File: config.mk
export PLATFORM = sky130hd
export DESIGN_NAME = cdown_timer_bank
export DESIGN_NICKNAME = d
export VERILOG_FILES = /design/src/rtl/tmr_pkg.sv /design/src/rtl/tmr_ctrl.sv /design/src/rtl/tmr_chan.sv /design/src/rtl/cdown_timer_bank.sv
export SDC_FILE = /design/constraint.sdc
export NUM_CORES = 1
export LEC_CHECK = 0
export BUFFER_PORTS_ARGS = -buffer_cell sky130_fd_sc_hd__buf_2
export CAP_MARGIN = 15
export CELL_PAD_IN_SITES_DETAIL_PLACEMENT = 0
export CELL_PAD_IN_SITES_GLOBAL_PLACEMENT = 1
export CORE_AREA = 8 8 256 258
export CTS_BUF_LIST = sky130_fd_sc_hd__clkbuf_16
export DETAILED_ROUTE_END_ITERATION = 12
export DIE_AREA = 0 0 264 266
export PLACE_DENSITY = 0.88
export SLEW_MARGIN = 20
export SYNTH_ARGS = -nofsm -noshare
export SYNTH_HDL_FRONTEND = slang
export SYNTH_SLANG_ARGS = --single-unit
File: constraint.sdc
create_clock -name clk_i -period 2.8 [get_ports clk_i]
set_input_delay 0.14 -clock clk_i [delete_from_list [all_inputs] [get_ports clk_i]]
set_output_delay 0.14 -clock clk_i [all_outputs]
set_load 0.01 [all_outputs]
File: src/rtl/tmr_pkg.sv
package tmr_pkg;
  localparam int NUM_CH = 5;
  localparam int DATA_W = 32;
  localparam int CTRL_OFF = 'h08;

  function automatic int start_bit(int ch);
    return (ch == 0) ? 0 : 4 * ch + 4;
  endfunction

  function automatic int load_bit(int ch);
    return start_bit(ch) + 1;
  endfunction

  function automatic int arl_bit(int ch);
    return (ch == NUM_CH - 1) ? 22 : start_bit(ch) + 3;
  endfunction

  function automatic int cnt_off(int ch);
    return 'h0C + 12 * ch;
  endfunction

  function automatic int cmp_off(int ch);
    return 'h10 + 12 * ch;
  endfunction

  function automatic int obs_off(int ch);
    return (ch == NUM_CH - 1) ? 'h40 : 'h14 + 12 * ch;
  endfunction
endpackage

File: src/rtl/tmr_ctrl.sv
module tmr_ctrl
  import tmr_pkg::*;
(
  input  logic              clk_i,
  input  logic              rst_ni,
  input  logic              we_i,
  input  logic [DATA_W-1:0] wdata_i,
  input  logic [NUM_CH-1:0] clr_start_i,
  output logic [DATA_W-1:0] ctrl_o,
  output logic [NUM_CH-1:0] load_o,
  output logic [NUM_CH-1:0] run_o,
  output logic [NUM_CH-1:0] arl_o
);
  logic [DATA_W-1:0] ctrl_q;
  logic [DATA_W-1:0] clr_mask;

  always_comb begin
    clr_mask = '0;
    for (int c = 0; c < NUM_CH; c++) clr_mask[start_bit(c)] = clr_start_i[c];
  end

  // write stores whole word after edges are taken against the old value
  always_ff @(posedge clk_i or negedge rst_ni) begin
    if (!rst_ni)   ctrl_q <= '0;
    else if (we_i) ctrl_q <= wdata_i;
    else           ctrl_q <= ctrl_q & ~clr_mask;
  end

  assign ctrl_o = ctrl_q;

  for (genvar c = 0; c < NUM_CH; c++) begin : g_ch
    localparam int SB = start_bit(c);
    localparam int MB = load_bit(c);
    localparam int AB = arl_bit(c);

    assign load_o[c] = we_i & wdata_i[MB] & ~ctrl_q[MB];
    assign run_o[c]  = ctrl_q[SB];
    assign arl_o[c]  = ctrl_q[AB];

    p_self_stop_r7: assert property (@(posedge clk_i) disable iff (!rst_ni)
      clr_start_i[c] && !we_i |=> !ctrl_q[SB]);
  end

  p_ctrl_hold_r2: assert property (@(posedge clk_i) disable iff (!rst_ni)
    !we_i && clr_start_i == '0 |=> $stable(ctrl_q));
endmodule

File: src/rtl/tmr_chan.sv
module tmr_chan #(
  parameter int CNT_W = 32
) (
  input  logic             clk_i,
  input  logic             rst_ni,
  input  logic             load_i,
  input  logic             run_i,
  input  logic             arl_i,
  input  logic             tick_i,
  input  logic             hold_i,
  input  logic [CNT_W-1:0] buf_i,
  output logic [CNT_W-1:0] cnt_o,
  output logic             expire_o,
  output logic             stop_o
);
  logic [CNT_W-1:0] cnt_q;
  logic             step;
  logic             zero;

  assign step     = run_i & tick_i & ~hold_i;
  assign zero     = (cnt_q == '0);
  assign expire_o = step & zero;
  assign stop_o   = expire_o & ~arl_i;
  assign cnt_o    = cnt_q;

  always_ff @(posedge clk_i or negedge rst_ni) begin
    if (!rst_ni)                cnt_q <= '0;
    else if (load_i)            cnt_q <= buf_i;
    else if (step && !zero)     cnt_q <= cnt_q - 1'b1;
    else if (step && arl_i)     cnt_q <= buf_i;
  end

  p_load_r3: assert property (@(posedge clk_i) disable iff (!rst_ni)
    load_i |=> cnt_q == $past(buf_i));
  p_dec_r5: assert property (@(posedge clk_i) disable iff (!rst_ni)
    step && !zero |=> cnt_q == $past(cnt_q) - 1'b1);
  p_reload_r6: assert property (@(posedge clk_i) disable iff (!rst_ni)
    expire_o && arl_i |=> cnt_q == $past(buf_i));
  p_idle_r4: assert property (@(posedge clk_i) disable iff (!rst_ni)
    !load_i && !run_i |=> $stable(cnt_q));
  p_hold_r10: assert property (@(posedge clk_i) disable iff (!rst_ni)
    hold_i && !load_i |=> $stable(cnt_q));
endmodule

File: src/rtl/cdown_timer_bank.sv
module cdown_timer_bank
  import tmr_pkg::*;
#(
  parameter int CNT_W  = 32,
  parameter int ADDR_W = 8
) (
  input  logic              clk_i,
  input  logic              rst_ni,
  input  logic [ADDR_W-1:0] addr_i,
  input  logic              we_i,
  input  logic [DATA_W-1:0] wdata_i,
  output logic [DATA_W-1:0] rdata_o,
  input  logic [NUM_CH-1:0] tick_i,
  output logic [NUM_CH-1:0] expire_o
);
  localparam int NUM_CMP = NUM_CH - 1;

  logic              ctrl_we;
  logic [DATA_W-1:0] ctrl;
  logic [NUM_CH-1:0] load, run, arl, stop;
  logic [CNT_W-1:0]  cnt_buf [NUM_CH];
  logic [CNT_W-1:0]  cmp_buf [NUM_CMP];
  logic [CNT_W-1:0]  cnt     [NUM_CH];

  assign ctrl_we = we_i && (addr_i == ADDR_W'(CTRL_OFF));

  tmr_ctrl u_ctrl (
    .clk_i       (clk_i),
    .rst_ni      (rst_ni),
    .we_i        (ctrl_we),
    .wdata_i     (wdata_i),
    .clr_start_i (stop),
    .ctrl_o      (ctrl),
    .load_o      (load),
    .run_o       (run),
    .arl_o       (arl)
  );

  for (genvar c = 0; c < NUM_CH; c++) begin : g_ch
    always_ff @(posedge clk_i or negedge rst_ni) begin
      if (!rst_ni) cnt_buf[c] <= '0;
      else if (we_i && addr_i == ADDR_W'(cnt_off(c))) cnt_buf[c] <= CNT_W'(wdata_i);
    end

    if (c < NUM_CMP) begin : g_cmp
      always_ff @(posedge clk_i or negedge rst_ni) begin
        if (!rst_ni) cmp_buf[c] <= '0;
        else if (we_i && addr_i == ADDR_W'(cmp_off(c))) cmp_buf[c] <= CNT_W'(wdata_i);
      end
    end

    tmr_chan #(.CNT_W(CNT_W)) u_chan (
      .clk_i    (clk_i),
      .rst_ni   (rst_ni),
      .load_i   (load[c]),
      .run_i    (run[c]),
      .arl_i    (arl[c]),
      .tick_i   (tick_i[c]),
      .hold_i   (ctrl_we),
      .buf_i    (cnt_buf[c]),
      .cnt_o    (cnt[c]),
      .expire_o (expire_o[c]),
      .stop_o   (stop[c])
    );
  end

  always_comb begin
    rdata_o = '0;
    if (addr_i == ADDR_W'(CTRL_OFF)) rdata_o = ctrl;
    for (int c = 0; c < NUM_CH; c++) begin
      if (addr_i == ADDR_W'(cnt_off(c))) rdata_o = DATA_W'(cnt_buf[c]);
      if (addr_i == ADDR_W'(obs_off(c))) rdata_o = DATA_W'(cnt[c]);
    end
    for (int c = 0; c < NUM_CMP; c++)
      if (addr_i == ADDR_W'(cmp_off(c))) rdata_o = DATA_W'(cmp_buf[c]);
  end

  p_expire_run_r6: assert property (@(posedge clk_i) disable iff (!rst_ni)
    expire_o != '0 |-> !ctrl_we);
endmodule

==> impl_metrics.env <==
export IMPL_rr_worst_depth=9
export IMPL_setup_viol=17
export IMPL_power_uw=21550
export IMPL_r2r_start="g_ch[2].u_chan.cnt_o[18]"
export IMPL_die_area_sq_mm=0.07022
export IMPL_die_y_um=266
export IMPL_whs_ps=25.29
export IMPL_irDropWorstVdd_uv=515.3
export IMPL_worst_pin_slew_ps=1251
export IMPL_hold_path_class="in2reg"
export IMPL_vias=28150
export IMPL_clock_path_buffers=3
export IMPL_crit_type="reg2out"
export IMPL_die_x_um=264
export IMPL_io_buffers=84
export IMPL_worstPathMaxFanout=2
export IMPL_clk_pin_slew_ps=60
export IMPL_regToRegSetupSlack_ps=-40
export IMPL_yosys_warnings=0
export IMPL_yosysSeqAreaShare_pct=43.87
export IMPL_syn_area_per_cell_sq_um=9.514
export IMPL_ys_ff_latch=480
export IMPL_min_from="wdata_i[21]"
export IMPL_place_ws_ps=-274.1
export IMPL_drive_gt1_share_pct=32.80
export IMPL_slew_violations=0
export IMPL_synth_distinct_cells=87
export IMPL_first_iter_violations=3689
export IMPL_cts_sinks=480
export IMPL_arrival_ps=2720
export IMPL_num_io_pins=85
export IMPL_fin_crit_ps=2858
export IMPL_min_path_cells=4
export IMPL_leakage_uw=0.01600
export IMPL_finalClockSkew_ps=20.70
export IMPL_synth_area_sq_mm=0.02738
export IMPL_place_inst=3954
export IMPL_instances_no_fill=4128
export IMPL_post_drt_wl_per_cell_um=33.05
export IMPL_dp_hpwl_um=100300
export IMPL_maxCapViolations=0
export IMPL_min_to="u_ctrl.ctrl_o[21]"
export IMPL_rsz0062_at_grt="true"
export IMPL_hold_viol=0
export IMPL_crit_start="g_ch[3].u_chan.cnt_o[7]"
export IMPL_finalWirelength_um=136500
export IMPL_avgViaCountPerCell=6.820
export IMPL_placed_cell_area_sq_mm=0.03164
export IMPL_final_area_sq_mm=0.03493
export IMPL_antenna_found_initial=13
export IMPL_n_fill_cell=5374
export IMPL_clock_fmax_mhz=349.8
export IMPL_core_sq_mm=0.06126
export IMPL_async_flop_share_pct=100.0
export IMPL_grt_overflow=0
export IMPL_grt_max_degree=78
export IMPL_clock_latency_ps=640
export IMPL_required_ps=2660
export IMPL_p_per_area_mw_per_mm2=617.1
export IMPL_cp_end_kind="primary output"
export IMPL_fin_nets=3349
export IMPL_syn_instance_count=2878
export IMPL_row_count=91
export IMPL_initial_core_util_pct=44.70
export IMPL_cts_tree="built"
export IMPL_syn_num_nets=2936
export IMPL_violations="negative setup slack"
export IMPL_cts_buffers=56
export IMPL_grt_pass1_wl_um=192900
export IMPL_route_detailed_drc=0
export IMPL_finalCritPeriodShare_pct=102.1
export IMPL_dr_pass1_iters=7
export IMPL_cts_root_buf="clkbuf_16"
export IMPL_start_kind="flip-flop"
export IMPL_maxSlewHeadroom_pct=16.18
export IMPL_first_global_vias=26970
export IMPL_status="finished, violations left"
export IMPL_synth_edf_count=0
export IMPL_ant_nets=0
export IMPL_synth_top_flop_cell="dfrtp_1"
export IMPL_htreeDepth=2
export IMPL_worst_slack_ps=-58.38
export IMPL_syn2layout_area_growth_pct=27.55
export IMPL_timing_rr_end="g_ch[2].u_chan.cnt_o[15]"
export IMPL_grt_usage_pct=37.17
export IMPL_globalplace_congestion=1.049
==> cells in the mapped netlist (9+ instances only) <==
library cell / count / area share [%]
nand3b_1: 12 / 0.33
buf_2: 27 / 0.49
dfrtp_1: 480 / 44
nor4_1: 55 / 1.3
a211o_1: 11 / 0.35
o211ai_1: 23 / 0.63
nand4_1: 14 / 0.32
a221o_1: 69 / 2.5
o31ai_1: 15 / 0.41
o22ai_1: 47 / 1.1
clkbuf_2: 26 / 0.48
or3_1: 39 / 0.89
ha_1: 10 / 0.46
o32ai_1: 9 / 0.29
nand2_1: 280 / 3.8
a31oi_1: 12 / 0.27
a21o_1: 15 / 0.41
mux2_2: 286 / 12
buf_1: 18 / 0.25
o311ai_0: 10 / 0.32
o2bb2ai_1: 21 / 0.67
a22o_1: 15 / 0.48
and3_1: 17 / 0.39
or4_1: 28 / 0.77
a21oi_1: 135 / 2.5
inv_1: 36 / 0.49
nand2b_1: 11 / 0.25
o21ai_1: 19 / 0.35
nand3_1: 70 / 1.3
o21ai_0: 246 / 4.5
nor3_1: 122 / 2.2
a22oi_1: 64 / 1.8
clkbuf_1: 170 / 2.3
a211oi_1: 46 / 1.3
a221oi_1: 15 / 0.48
a21boi_0: 11 / 0.30
and2_1: 10 / 0.23
mux2i_1: 40 / 1.5
o221ai_1: 11 / 0.35
nand4b_1: 10 / 0.32
nor2_1: 164 / 2.2
o22a_1: 11 / 0.35
a32oi_1: 11 / 0.35
nor3b_1: 20 / 0.55
==> where the power goes <==
group,total (uW),internal (uW),leakage (uW),switching [uW]
Clock,7420,4260,0.000952,3150
Sequential,8180,7520,0.00656,667
Combinational,5950,2400,0.00849,3550
Total,21600,14200,0.0160,7370
==> cell families (layout without fill, tap and decap cells) <==
| kind of cell | count (synthesis) | after routing | share of synthesized area, % |
|---|---|---|---|
| compound gates | 861 | 861 | 21.18 |
| buf+inv | 289 | 745 | 4.437 |
| xor+xnor | 5 | 5 | 0.1599 |
| simple gates | 907 | 908 | 16.67 |
| flops | 480 | 480 | 43.87 |
| fa+ha+maj | 10 | 10 | 0.4569 |
| mux | 326 | 326 | 13.22 |
| other cells | 0 | 3 | 0 |
==> metrics by stage <==
stage | setup TNS (ps) | utilization (%)
2_1_floorplan | 0 | -
3_3_place_gp | -2553 | 51.65
3_5_place_dp | -2906 | 51.65
4_1_cts | -195.6 | 55.90
5_1_grt | -1570 | 57.01
6_report | -282.9 | 57.02
==> critical path, stage by stage, from the launching register on <==
cell	delay, ps
dfrtp_1	380
or4_4	560
or4_4	550
or3_4	370
nor2_4	120
buf_6	120
==> sequential cells by signal, summed over array words and instances, names as in the netlist <==
register / flops
cmp_buf: 128
u_ctrl.ctrl_o: 32
g_ch.u_chan.cnt_o: 160
cnt_buf: 160
==> final cells by class <==
type	instances	area [sq um]	share of cell area, %
Multi-Input combinational cell	2110	14920	42.73
Sequential cell	480	12020	34.42
Timing Repair Buffer	607	5047	14.45
Clock buffer	58	1451	4.155
Tap cell	790	988.4	2.830
Clock inverter	44	354.1	1.014
Inverter	36	135.1	0.3869
Antenna cell	3	7.507	0.02149
==> worst max-delay path by stage <==
stage | to | slack (ps) | depth (start not counted)
finish | expire_o[3] | -60 | 5
detailed placement | rdata_o[19] | -270 | 11
CTS | rdata_o[19] | -120 | 9
floorplan | g_ch[0].u_chan.cnt_o[6] | 4 | 11
global placement | rdata_o[19] | -300 | 11
global route | g_ch[2].u_chan.cnt_o[15] | -100 | 9
==> layer usage <==
metal  vias to the layer above  part of all wire [%]  track usage (%)
met1                     14080                    38            46.45
met4                         8                   8.3            24.59
met5                         -                 0.034                0
met3                       512                   9.6            7.686
li1                      11700                     -                -
met2                      1854                    44            58.15
==> cell usage in the layout (no fill, tap or decap), types with 12 or more instances in the layout <==
cell           count
buf_6             20
a21o_1            14
nor4_1            46
mux2_2           285
dlygate4sd3_1     29
mux2i_1           36
inv_1             52
o21ai_1           38
buf_4            439
buf_2             77
o22ai_1           46
and3_1            16
a211oi_1          31
a22oi_1           56
or4_1             21
or3_1             35
o211ai_1          23
a21oi_1          125
a221o_1           69
o21ai_0          218
a31oi_1           12
nor3b_1           20
nand3b_1          12
dfrtp_1          473
nor3_1           112
clkbuf_16         63
a22o_1            15
o31ai_1           12
nor2_1           156
nand4_1           14
a221oi_1          14
nand2_1          279
o2bb2ai_1         20
a211oi_2          13
nand3_1           69
buf_12            33
==> timing repair <==
item | CTS | global route
gates cloned | 1 | 8
buffers inserted | 15 | 19
hold buffers | 29 | 0
resized for setup | 88 | 102
setup endpoints to repair | 61 | 90
endpoints found under the hold margin | 83 | 0
pin swaps | 31 | 41
Power figures use the tool's default switching activity.
